### src/rtl/sg_trace_writer.sv
module sg_trace_writer #(
  parameter int PAGE_WORDS = 1024
) (
  input  logic        clk,
  input  logic        rst_n,
  input  logic        en,
  input  logic [31:0] base_lo,
  input  logic [7:0]  base_hi,
  input  logic        in_valid,
  output logic        in_ready,
  input  logic [31:0] in_data,
  output logic        rd_req,
  output logic [37:0] rd_addr,
  input  logic        rd_valid,
  input  logic [31:0] rd_data,
  output logic        wr_en,
  output logic [37:0] wr_addr,
  output logic [31:0] wr_data,
  output logic [31:0] wp_lo,
  output logic [7:0]  wp_hi,
  output logic        full,
  output logic        err
);

  localparam int IW = $clog2(PAGE_WORDS);
  localparam logic [IW-1:0] LAST_W = IW'(PAGE_WORDS - 1);

  logic          en_q, pend, drop;
  logic          cur_v, cur_last, nxt_v, nxt_last;
  logic          full_q, err_q;
  logic [27:0]   base_pg, cur_pg, nxt_pg;
  logic [37:0]   dptr;
  logic [IW-1:0] widx;
  logic [39:0]   wp;

  wire       start    = en && !en_q;
  wire [1:0] dtype    = rd_data[1:0];
  wire       d_bad    = (rd_data[3:2] != 2'b00) || (dtype == 2'b00);
  wire       d_link   = (dtype == 2'b11);
  wire       d_last   = (dtype == 2'b01);
  wire       resp     = rd_valid && pend && !drop && !start;
  wire       got_pg   = resp && !d_bad && !d_link;
  wire       acc      = in_valid && in_ready;
  wire       pg_end   = (widx == LAST_W);
  wire       cur_done = acc && pg_end;

  assign in_ready = en && en_q && !err_q && cur_v;
  assign rd_req   = en && en_q && !err_q && !pend && !nxt_v;
  assign rd_addr  = dptr;
  assign wr_en    = acc;
  assign wr_addr  = {cur_pg, 10'b0} | 38'(widx);
  assign wr_data  = in_data;
  assign wp_lo    = wp[31:0];
  assign wp_hi    = wp[39:32];
  assign full     = full_q;
  assign err      = err_q;

  always_ff @(posedge clk) begin
    if (!rst_n) begin
      en_q <= 1'b0; pend <= 1'b0; drop <= 1'b0;
      cur_v <= 1'b0; cur_last <= 1'b0; nxt_v <= 1'b0; nxt_last <= 1'b0;
      full_q <= 1'b0; err_q <= 1'b0;
      base_pg <= '0; cur_pg <= '0; nxt_pg <= '0;
      dptr <= '0; widx <= '0; wp <= '0;
    end else begin
      en_q <= en;
      if (start) begin
        base_pg <= {base_hi, base_lo[31:12]};
        dptr    <= {base_hi, base_lo[31:12], 10'b0};
        pend    <= pend && !rd_valid;
        drop    <= pend && !rd_valid;
        cur_v   <= 1'b0;
        nxt_v   <= 1'b0;
        widx    <= '0;
        full_q  <= 1'b0;
        err_q   <= 1'b0;
      end else begin
        if (rd_req) pend <= 1'b1;
        if (rd_valid && pend) begin
          pend <= 1'b0;
          drop <= 1'b0;
        end
        if (resp) begin
          if (d_bad) err_q <= 1'b1;
          else if (d_link) dptr <= {rd_data[31:4], 10'b0};
          else dptr <= d_last ? {base_pg, 10'b0} : dptr + 38'd1;
        end
        if (acc) begin
          widx <= pg_end ? '0 : widx + 1'b1;
          wp   <= wp + 40'd4;
          if (pg_end && cur_last) full_q <= 1'b1;
        end
        if (cur_done) begin
          if (nxt_v) begin
            cur_pg   <= nxt_pg;
            cur_last <= nxt_last;
            nxt_v    <= 1'b0;
            wp       <= {nxt_pg, 12'b0};
          end else if (got_pg) begin
            cur_pg   <= rd_data[31:4];
            cur_last <= d_last;
            wp       <= {rd_data[31:4], 12'b0};
          end else begin
            cur_v <= 1'b0;
          end
        end else if (got_pg) begin
          if (!cur_v) begin
            cur_pg   <= rd_data[31:4];
            cur_last <= d_last;
            cur_v    <= 1'b1;
            widx     <= '0;
            wp       <= {rd_data[31:4], 12'b0};
          end else begin
            nxt_pg   <= rd_data[31:4];
            nxt_last <= d_last;
            nxt_v    <= 1'b1;
          end
        end
      end
    end
  end

  assert_base_aligned_R7: assert property (@(posedge clk) disable iff (!rst_n)
    start |-> (base_lo[11:0] == 12'h000));

  assert_single_fetch_R12: assert property (@(posedge clk) disable iff (!rst_n)
    rd_req |=> !rd_req);

  assert_wp_step_R2: assert property (@(posedge clk) disable iff (!rst_n)
    (acc && !pg_end) |=> (wp == $past(wp) + 40'd4));

  assert_full_on_write_R5: assert property (@(posedge clk) disable iff (!rst_n)
    $rose(full_q) |-> $past(wr_en));

  assert_err_on_fetch_R10: assert property (@(posedge clk) disable iff (!rst_n)
    $rose(err_q) |-> $past(rd_valid));

  assert_restart_clear_R11: assert property (@(posedge clk) disable iff (!rst_n)
    $rose(en) |=> (!full_q && !err_q));

endmodule

### config.mk
export PLATFORM = sky130hd
export DESIGN_NAME = sg_trace_writer
export DESIGN_NICKNAME = d
export VERILOG_FILES = /design/src/rtl/sg_trace_writer.sv
export SDC_FILE = /design/constraint.sdc
export NUM_CORES = 1
export LEC_CHECK = 0
export BUFFER_PORTS_ARGS = -buffer_cell sky130_fd_sc_hd__clkbuf_2
export CAP_MARGIN = 20
export CORE_UTILIZATION = 31
export CTS_CLUSTER_SIZE = 10
export DETAILED_ROUTE_END_ITERATION = 8
export PLACE_DENSITY = 0.62
export SYNTH_ARGS = -nofsm -noshare
export SYNTH_HDL_FRONTEND = slang
export SYNTH_SLANG_ARGS = --single-unit
### constraint.sdc
create_clock -name clk -period 4 [get_ports clk]
set_clock_uncertainty 0.1 [all_clocks]
set_input_delay 0.6 -clock clk [delete_from_list [all_inputs] [get_ports clk]]
set_output_delay 0.6 -clock clk [all_outputs]
set_load 0.005 [all_outputs]
[Word-level counts from Yosys, hierarchy flattened]
Cells that the tools add are included.
Operators by class
  mux-type cells: 35
  add/subtract/negate cells: 3
  bitwise gates (word level): 5
  eq/ne operators: 7
  reductions and logical operators: 42
Operator list (count)
  2-to-1 mux 40 bit: 6
  2-to-1 mux 38 bit: 5
  2-to-1 mux 28 bit: 5
  2-to-1 mux 10 bit: 5
  adder 40 x 3 -> 40 bit (second input constant): 1
  adder 38 x 1 -> 38 bit (second input constant): 1
  bitwise OR 38 x 10 -> 38 bit: 1
  logical AND 1 bit: 15
  2-to-1 mux 1 bit: 14
  adder 10 x 1 -> 10 bit (second input constant): 1
  equality test 10 bit (second input constant): 1
  AND reduction 2 bit: 5
  nonzero test 2 bit: 5
  zero test 1 bit: 9
  AND reduction 4 bit: 2
  != test 2 bit (second input constant): 3
  NOT 1 bit: 4
  AND reduction 3 bit: 1
  nonzero test 3 bit: 1
  OR reduction 3 bit: 1
  equality test 2 x 1 -> 1 bit (second input constant): 1
  equality test 2 bit (second input constant): 1
  zero test 2 bit: 1
  != test 2 x 1 -> 1 bit (second input constant): 1
  other kinds (2): 2
Word-level totals
  word-level logic and storage cells: 108
  output and inout bits: 153
  bits in registers: 181
  bits of input ports: 109

[Depth between registers and ports, before layout]
  depth in word-level cells: 9
  mapped depth: 12
  gate-level depth less buffers: 9

[Least setup slack after synthesis]
No wires, ideal clock.
  path type: input port to flip-flop
  start point: in rd_data[1]
  end point: reg cur_pg[1]
  library setup time: 0.139 ns
  data arrival time: 2.572 ns
  slack: 1.190 ns
  stages on the path: 10
  path buffers: 3
  path through: buf_2 or2_2 nand4_1 a21oi_1 inv_1 ha_1 a2111oi_4 buf_6 buf_4 a211oi_1
Between the ends
  longest elaborated chain between the ends: 7
  elaborated cells between the ends (all ways): 10
  those cells by class: eq/ne (1); reduce/logical (9)
RTL lines
  start, declared: line 15  | input logic [31:0] rd_data,
  zero test 2 bit: line 38  | wire d_bad = (rd_data[3:2] != 2'b00) || (dtype == 2'b00);
  logical OR 1 bit: line 38
  zero test 1 bit: line 42  | wire got_pg = resp && !d_bad && !d_link;
  logical AND 1 bit: line 42
  logical AND 1 bit *: line 42
  nonzero test 2 bit (no line)
  AND reduction 4 bit (no line) *
  end signal, assigned: line 95  | cur_pg <= nxt_pg;
  end signal, assigned: line 100  | cur_pg <= rd_data[31:4];
  end signal, assigned: line 108  | cur_pg <= rd_data[31:4];
  end, declared: line 31  | logic [27:0] base_pg, cur_pg, nxt_pg;
Every way passes the cells marked *; elsewhere a longest branch is shown, timed or not.
A chain may end at the register's enable or synchronous reset.

[Worst setup path after layout]
  start point: reg cur_v
  end point: reg cur_pg[15]
Between the ends
  longest elaborated chain between the ends: 5
  elaborated cells between the ends (all ways): 7
  those cells by class: eq/ne (1); mux (1); reduce/logical (5)
RTL lines
  start, declared: line 29  | logic cur_v, cur_last, nxt_v, nxt_last;
  start signal, assigned: line 61  | cur_v <= 1'b0; cur_last <= 1'b0; nxt_v <= 1'b0; nxt_last <= 1'b0;
  start signal, assigned: line 72  | cur_v <= 1'b0;
  start signal, assigned: line 104  | cur_v <= 1'b0;
  logical AND 1 bit: line 47  | assign in_ready = en && en_q && !err_q && cur_v;
  logical AND 1 bit: line 43  | wire acc = in_valid && in_ready;
  logical AND 1 bit: line 45  | wire cur_done = acc && pg_end;
  != test 2 x 1 -> 1 bit (no line) / nonzero test 2 bit (equally long branches)
  AND reduction 4 bit (no line)
Several ways; a longest one is shown, not always the timed one.

==> impl_metrics.sql <==
INSERT INTO impl_metrics (metric_group, metric, value, unit) VALUES
('outcome', 'run_status', 'completed', ''),
('synthesis', 'synth.top_cells.by_area', 'dfxtp_1, nand2_1, a21oi_1, mux2i_1, nor2_1', ''),
('grt', 'first_pass_grt_wire_length', '48800', 'um'),
('synthesis', 'synthesis.area', '9440', 'um2'),
('critical_path', 'criticalPathCategory', 'flop to flop', ''),
('synthesis', 'synth_area_per_cell', '8.09', 'um2'),
('cells_and_area', 'sequential_cell_area', '3580', 'um2'),
('critical_path', 'timing.critical_path.arrival', '3.19', 'ns'),
('grt', 'antenna_found_initial', '1', ''),
('sta', 'final_cycle_utilization_of_the_critical_path', '73.4', '%'),
('power', 'switching_share', '28.3', '%'),
('grt', 'grt_overflow_total', '0', ''),
('power', 'power.density', '351', 'nW/um2'),
('critical_path', 'worst_r2r_endpoint', 'cur_pg[15]', ''),
('sta', 'final_hold_slack', '0.291', 'ns'),
('sta', 'final.setup.tns', '0', 'ns'),
('critical_path', 'rr_worst_depth', '10', ''),
('sta', 'finalWorstSetupSlack', '1.07', 'ns'),
('cts', 'worstSkewPairLatency', '0.45', 'ns'),
('floorplan', 'die_area', '31200', 'um2'),
('sta', 'timing.slew.headroom', '41.1', '%'),
('placed_design', 'dp_worst_setup_slack', '0.738', 'ns'),
('critical_path', 'worstSetupEndpointType', 'flop', ''),
('min_path', 'whs_endpoint', 'drop', ''),
('cells_and_area', 'final_layout_size_suffix_gt1_share', '21.9', '%'),
('synthesis', 'synth_top_cell_by_area', 'dfxtp_1', ''),
('synthesis', 'synth_top_area_share', '37.9', '%'),
('sta', 'report.final.hold_viol_count', '0', ''),
('sta', 'timing.final.max_slew_violations', '0', ''),
('cts', 'ctsLongestPathBuffers', '2', ''),
('drt', 'routed_wl', '31900', 'um'),
('floorplan', 'coreArea', '29800', 'um2'),
('cts', 'worst_setup_hold_path_clk_slew', '0.07', 'ns'),
('placed_design', 'detailed_place_hpwl', '22900', 'um'),
('sta', 'max_freq', '341', 'MHz'),
('cells_and_area', 'final.fill_count', '3155', ''),
('power', 'power.internal', '2770', 'uW'),
('drt', 'drt.antenna.violating_nets', '0', ''),
('synthesis', 'syn-instance-count', '1168', ''),
('cells_and_area', 'layout.cells.most_common_list', 'nand2_1, clkbuf_2, dfxtp_1', ''),
('synthesis', 'ys_seq_area_share', '37.9', '%'),
('critical_path', 'critical_path_peak_fanout', '58', ''),
('cts', 'tritoncts', 'built', ''),
('synthesis', 'synth_enable_flop_cells', '0', ''),
('sta', 'timing_worst_slew_pin_value', '0.881', 'ns'),
('floorplan', 'die_height', '177', 'um'),
('critical_path', 'r2r_slack', '1.07', 'ns'),
('grt', 'largest_net_degree_at_the_start_of_global_routing', '71', ''),
('placed_design', 'port-buffer-count', '183', ''),
('power', 'vdd.ir_drop.worst', '0.293', 'mV'),
('cts', 'post_cts_repair_setup_buffers', '0', ''),
('placed_design', 'placed_area', '10500', 'um2'),
('min_path', 'worstHoldStart', 'rd_valid', ''),
('power', 'share_seq_of_total_power', '48.1', '%'),
('floorplan', 'die-width', '177', 'um'),
('sta', 'grt_setup_unrepaired', 'false', ''),
('critical_path', 'worstReg2RegStart', 'cur_v', ''),
('cells_and_area', 'stdcell_area', '11000', 'um2'),
('synthesis', 'postSynth.asyncResetShare', '0', '%'),
('sta', 'finalSetupViolations', '0', ''),
('critical_path', 'critPathRequiredTime', '4.25', 'ns'),
('critical_path', 'worstSetupStartpointType', 'flop', ''),
('cts', 'cts_resized', '0', ''),
('grt', 'first_global_vias', '8397', ''),
('drt', 'initialDrtViolationCount', '833', ''),
('cts', 'hold_buf_cts', '0', ''),
('cells_and_area', 'layout_commonest_cell', 'nand2_1', ''),
('run', 'maxCapViolCount', '0', ''),
('power', 'combPwrFrac', '9.0', '%'),
('drt', 'firstDrtPassIters', '5', ''),
('cts', 'h-tree-depth', '4', '');
-- cells by family after synthesis --
group,Yosys count,share of synthesized area [%]
mux,54,5.83
other cells,1,0.0397
fa+ha+maj,4,0.530
compound gates,275,19.7
simple gates,471,23.7
xor+xnor,55,5.10
flops,179,37.9
buf+inv,129,7.10
-- final cells by class --
cell class                 instances  area share (%)
clock buffer                      18            3.89
inverter                          21           0.737
sequential                       179            32.5
clock inverter                    14            1.28
tap                              390            4.42
antenna                            1          0.0227
timing repair buffer             205            9.91
multi-input combinational        861            47.2
-- worst max path at each step --
stage                          start          to  slack [ns]  depth (start not counted)
after floorplan           rd_data[1]   cur_pg[1]        1.19                         10
after global placement    rd_data[1]   cur_pg[6]        0.83                         10
after detailed placement  rd_data[1]  cur_pg[15]        0.74                         10
after CTS                      cur_v  cur_pg[15]        1.06                         10
after global routing           cur_v  cur_pg[20]        0.84                         10
final                          cur_v  cur_pg[15]        1.07                         10
-- sequential cells by signal, summed over array words and instances, names as in the netlist --
| name | flops |
|---|---|
| base_pg | 28 |
| err | 1 |
| rd_addr | 38 |
| wp | 38 |
| nxt_last | 1 |
| pend | 1 |
| nxt_pg | 28 |
| cur_v | 1 |
| en_q | 1 |
| cur_last | 1 |
| full | 1 |
| cur_pg | 28 |
| drop | 1 |
| nxt_v | 1 |
| widx | 10 |
-- power by group through the flow --
stage	clock [uW]	combinational [uW]	sequential [uW]
2_1_floorplan	0	220	1890
5_1_grt	1760	378	1870
3_5_place_dp	0	344	1900
4_1_cts	1680	345	1860
3_3_place_gp	0	341	1900
6_report	1660	347	1860
-- through the flow --
stage          power, uW  utilization [%]  cells
2_1_floorplan       2110                -   1169
3_3_place_gp        2240             35.1   1656
3_5_place_dp        2240             35.1   1656
4_1_cts             3890             37.0   1688
5_1_grt             4000             37.0   1689
6_report            3870             37.0   1689
-- layer usage --
| layer | share of wire [%] | GRT usage [%] |
|---|---|---|
| met1 | 44 | 27.7 |
| met2 | 47 | 33.1 |
| met3 | 6.9 | 2.93 |
| met4 | 1.8 | 6.29 |
| met5 | 0 | 0 |
-- synth_stat cells, drive strengths merged, types with 6 or more instances --
master / number
mux2i: 46
a221oi: 10
buf: 65
a211oi: 30
and4: 10
nand2b: 8
clkbuf: 43
a22oi: 16
o211ai: 14
nand4: 29
a21oi: 100
nor3: 16
and2: 6
nand3: 57
xor2: 20
a21boi: 6
inv: 21
and3: 14
dfxtp: 179
mux2: 8
xnor2: 35
nor2: 92
a311oi: 8
a31oi: 17
nor4: 18
o21ai: 27
o22ai: 16
nand2: 199
-- worst max-delay path: stages, from the launching register on --
cell and delay (ns):
dfxtp_1 0.56, nand4b_4 0.25, inv_2 0.13, nand2_2 0.15, inv_2 0.22, nand3_1 0.20
ha_1 0.27, a2111oi_4 0.27, buf_12 0.30, nor2_1 0.10, a311oi_2 0.25
Power figures use the tool's default switching activity.
